--- src/rtl/rg_arbiter.sv ---
module rg_arbiter #(
  parameter int NCH = 2
) (
  input  logic           clk,
  input  logic           rst_n,
  input  logic [NCH-1:0] req_n_in,
  output logic [NCH-1:0] gnt_n_out,
  input  logic           cyc_active,
  input  logic [1:0]     tstate,
  input  logic           lock_active,
  input  logic           inta_first,
  input  logic           odd_split,
  output logic           float_bus,
  output logic           hold_active
);
  localparam logic [1:0] T_T1 = 2'd0;
  localparam logic [1:0] T_T2 = 2'd1;
  localparam logic [1:0] T_T4 = 2'd3;

  typedef enum logic [1:0] {S_IDLE, S_HOLD, S_DEAD} st_t;

  st_t            st;
  logic [NCH-1:0] req, pend, pick, own, rec;
  logic           early, cond_ok, fire, rel;

  assign req = ~req_n_in;

  always_comb begin
    pick = '0;
    for (int i = NCH-1; i >= 0; i--)
      if (pend[i]) pick = NCH'(1) << i;
  end

  assign cond_ok = !lock_active &&
                   (!cyc_active || (tstate == T_T4 && early && !inta_first && !odd_split));
  assign fire    = (st == S_IDLE) && (|pend) && cond_ok;
  assign rel     = (st == S_HOLD) && (|(req & own));
  assign rec     = req & ~((st == S_HOLD) ? own : '0);

  assign gnt_n_out   = ~(fire ? pick : '0);
  assign float_bus   = (st == S_HOLD);
  assign hold_active = fire || (st == S_HOLD);

  always_ff @(posedge clk) begin
    if (!rst_n) begin
      st    <= S_IDLE;
      pend  <= '0;
      own   <= '0;
      early <= 1'b0;
    end else begin
      pend  <= (pend & ~(fire ? pick : '0)) | rec;
      early <= !fire && (|(pend | rec)) &&
               (early || !cyc_active || tstate == T_T1 || tstate == T_T2);
      case (st)
        S_IDLE: if (fire) begin st <= S_HOLD; own <= pick; end
        S_HOLD: if (rel) st <= S_DEAD;
        default: st <= S_IDLE;
      endcase
    end
  end

  AST_GNT_SINGLE: assert property (@(posedge clk) disable iff (!rst_n)
    $onehot0(~gnt_n_out));
  AST_GNT_THEN_FLOAT: assert property (@(posedge clk) disable iff (!rst_n)
    (gnt_n_out != '1) |=> (float_bus && gnt_n_out == '1));
  AST_ACTIVE_GNT_T4: assert property (@(posedge clk) disable iff (!rst_n)
    (gnt_n_out != '1 && cyc_active) |-> (tstate == T_T4));
  AST_NO_GNT_SPLIT: assert property (@(posedge clk) disable iff (!rst_n)
    (gnt_n_out != '1 && cyc_active) |-> (!odd_split && !inta_first));
  AST_NO_GNT_LOCK: assert property (@(posedge clk) disable iff (!rst_n)
    (gnt_n_out != '1) |-> !lock_active);
  AST_RELEASE_DROP: assert property (@(posedge clk) disable iff (!rst_n)
    (float_bus && |(req & own)) |=> (!float_bus && !hold_active));
  AST_DEAD_CLOCK: assert property (@(posedge clk) disable iff (!rst_n)
    $fell(float_bus) |-> (gnt_n_out == '1));
  AST_HOLD_COVER: assert property (@(posedge clk) disable iff (!rst_n)
    float_bus |-> hold_active);
endmodule

--- config.mk ---
export PLATFORM = sky130hd
export DESIGN_NAME = rg_arbiter
export DESIGN_NICKNAME = d
export VERILOG_FILES = /design/src/rtl/rg_arbiter.sv
export SDC_FILE = /design/constraint.sdc
export NUM_CORES = 1
export LEC_CHECK = 0
export ABC_AREA = 1
export BUFFER_PORTS_ARGS = -buffer_cell sky130_fd_sc_hd__buf_4
export CAP_MARGIN = 20
export CORE_AREA = 3 3 40 42
export CTS_BUF_LIST = sky130_fd_sc_hd__clkbuf_4
export DETAILED_ROUTE_END_ITERATION = 16
export DIE_AREA = 0 0 43 45
export PLACE_DENSITY = 0.52
export SKIP_CTS_REPAIR_TIMING = 1
export SLEW_MARGIN = 10
export SYNTH_ARGS = -nofsm -noshare
export SYNTH_HDL_FRONTEND = slang
export SYNTH_SLANG_ARGS = --single-unit
--- constraint.sdc ---
create_clock -name clk -period 1.98 [get_ports clk]
set_clock_uncertainty 0.1 [all_clocks]
set_input_delay 0.396 -clock clk [delete_from_list [all_inputs] [get_ports clk]]
set_output_delay 0.396 -clock clk [all_outputs]
set_load 0.005 [all_outputs]
==> flow_summary.json <==
{
  "clk_path_buf_depth": 2,
  "hold_viol": 0,
  "die_w_um": 43,
  "synth.lib_cells_used.distinct": 17,
  "cts_root_buffer": "sky130_fd_sc_hd__clkbuf_4",
  "power.density_nw_per_um2": 691,
  "clk_pin_slew_ps": 50,
  "place_congestion": 0.623,
  "grt_remaining_overflow": 0,
  "coreArea_um2": 1280,
  "avgRoutedWirePerCell_um": 8.87,
  "vdd.ir_drop.worst_mv": 0.588,
  "die_height_um": 45,
  "critical_path.most_common_cell": "sky130_fd_sc_hd__nor2_4",
  "yosysTopAreaCellShare_pct": 35.2,
  "cts_sinks": 7,
  "routed_via_density": 4.26,
  "ys_seq_elements": 7,
  "grt_setup_unrepaired": "false",
  "num_io_pins": 14,
  "cpPeakStageDelay_ps": 310,
  "drt_pass1_iterations": 4,
  "slowest_stage": "sky130_fd_sc_hd__dfxtp_1",
  "number_of_instances_in_the_synthesized_netlist": 53,
  "grt_antenna_before_repair": 0,
  "crit_path_max_fanout": 5,
  "path_depth": 7,
  "leakagePower_uw": 0.000275,
  "critPathArrivalTime_ps": 1220,
  "syn-mean-instance-area_um2": 7.51,
  "ctsHtreeMaxLevel": 1,
  "timing.rr.end": "pend[0]$_SDFF_PN0_",
  "final_core_util_pct": 42.4,
  "grt_pass1_wl_um": 1320,
  "num_vias": 362,
  "worst_pin_slew_ps": 248,
  "global_route.usage.total_pct": 9.36,
  "worstSetupPathType": "register to primary output",
  "cp-endpoint": "gnt_n_out[0]",
  "r2r.worst_path.cells": 6,
  "die_area_um2": 1940,
  "start_util_pct": 31.0,
  "synth_seq_area_share_pct": 35.2,
  "tritoncts": "done",
  "crit_start": "st[1]$_SDFFE_PN0P_",
  "max_slew_margin_pct": 83.3,
  "n_diodes": 0,
  "finalMaxSlewViolations": 0,
  "cp-start-kind": "register",
  "critical_path.top_delay_family": "simple AND/OR/NAND/NOR gates",
  "path_type_of_the_worst_min_delay_path": "input pin to register",
  "fin_crit_ps": 1710,
  "wl_um": 754,
  "synth_area_um2": 398,
  "synthesis.yosys.warnings": 0,
  "rrSetupSlack_ps": 900,
  "portBuffers": 13,
  "ant_nets": 0,
  "cp.buffers_inverters": 2,
  "synth_top_cells_by_area": "sky130_fd_sc_hd__dfxtp_1, sky130_fd_sc_hd__inv_1, sky130_fd_sc_hd__nor2_4, sky130_fd_sc_hd__nand2_1, sky130_fd_sc_hd__nand2_4",
  "ordered_cell_list_for_the_critical_path": "nor2_1, nand2_1, nor2_4, nand2_4, nor2_4, inv_1, buf_4",
  "cts_buffers": 3,
  "run_status": "finished clean",
  "max_freq_ghz": 0.583,
  "grt_pass1_vias": 332,
  "syn_nets": 63,
  "setup_violations": 0,
  "grt_start_max_net_pins": 6,
  "timing.max_cap.violations": 0,
  "setup-tns-final_ps": 0,
  "endpoint_kind": "primary output",
  "hold_start": "rst_n",
  "placement_rows": 13,
  "flow.area_growth_from_synthesis_pct": 36.8,
  "clkLatencyLatePin_ps": 250,
  "part_of_the_cycle_the_worst_path_needs_pct": 86.6,
  "synth_area_leader_cell": "sky130_fd_sc_hd__dfxtp_1",
  "timing.rr.start": "st[1]$_SDFFE_PN0P_",
  "initialDrtViolationCount": 5,
  "drc": 0,
  "layout-drive-gt1-share_pct": 44.3,
  "final_net_count": 81,
  "required_ps": 1480,
  "hpwlAfterDp_um": 650
}
-- layout make-up --
class | count | area, um^2
clock buffer | 4 | 30.0
timing repair buffer | 13 | 97.6
multi-input combinational | 33 | 209
tap | 15 | 18.8
inverter | 13 | 48.8
sequential | 7 | 140
fill | 140 | 741
-- worst min path at each step --
stage | end | slack (ps) | depth (start not counted)
3_5_place_dp | own[1]$_SDFFE_PN0P_ | 380 | 2
5_1_grt | own[0]$_SDFFE_PN0P_ | 290 | 3
2_1_floorplan | own[0]$_SDFFE_PN0P_ | 360 | 2
4_1_cts | own[0]$_SDFFE_PN0P_ | 280 | 3
6_report | own[0]$_SDFFE_PN0P_ | 280 | 3
3_3_place_gp | own[1]$_SDFFE_PN0P_ | 380 | 2
-- tightest hold or removal path, stage by stage --
cell	delay (ps)
sky130_fd_sc_hd__buf_4	110
sky130_fd_sc_hd__nand2_2	50
sky130_fd_sc_hd__o21ai_2	40
-- routing by layer --
metal / up-vias / track usage (%) / part of all wire [%]
met5: - / 0 / 0
met4: 0 / 1.81 / 1.6
met3: 2 / 5.98 / 7.2
met2: 8 / 14.1 / 46
met1: 155 / 11.5 / 45
li1: 197 / - / -
-- registers in the layout, indices dropped and copies added (netlist names) --
| signal | cells |
|---|---|
| own | 2 |
| pend | 2 |
| st | 2 |
| early | 1 |
-- cell usage after synthesis, drive strengths merged --
cell and number:
inv 13, nand2 13, dfxtp 7, nor2 7, nand3 5, a21oi 4
o21ai 2, o21bai 1, o22ai 1
-- cell usage in the layout (no fill, tap or decap) --
cell and count:
sky130_fd_sc_hd__a21oi_1 3, sky130_fd_sc_hd__a21oi_2 1, sky130_fd_sc_hd__buf_4 13, sky130_fd_sc_hd__clkbuf_4 4, sky130_fd_sc_hd__dfxtp_1 7, sky130_fd_sc_hd__inv_1 12
sky130_fd_sc_hd__inv_2 1, sky130_fd_sc_hd__nand2_1 8, sky130_fd_sc_hd__nand2_2 3, sky130_fd_sc_hd__nand2_4 2, sky130_fd_sc_hd__nand3_1 3, sky130_fd_sc_hd__nand3_2 2
sky130_fd_sc_hd__nor2_1 3, sky130_fd_sc_hd__nor2_2 1, sky130_fd_sc_hd__nor2_4 3, sky130_fd_sc_hd__o21ai_0 1, sky130_fd_sc_hd__o21ai_2 1, sky130_fd_sc_hd__o21bai_1 1
sky130_fd_sc_hd__o22ai_1 1
-- metrics by stage --
stage	setup WS, ps	instance area (um^2)	total power (uW)	cells	hold WS [ps]
finish	266	544	376	85	281
global route	171	544	395	85	290
CTS	251	544	382	85	278
detailed placement	353	514	238	81	380
global placement	360	514	237	81	380
floorplan	640	398	207	53	361
-- power by group --
group	switching, uW	internal, uW
clock network	51.4	90.5
registers	6.74	151
logic	40.0	36.6
total	98.2	278
-- cell families after synthesis --
logic type	synth area share, %
compound gates	12.9
flops	35.2
simple gates	39.6
buf+inv	12.3
Power figures use the tool's default switching activity.
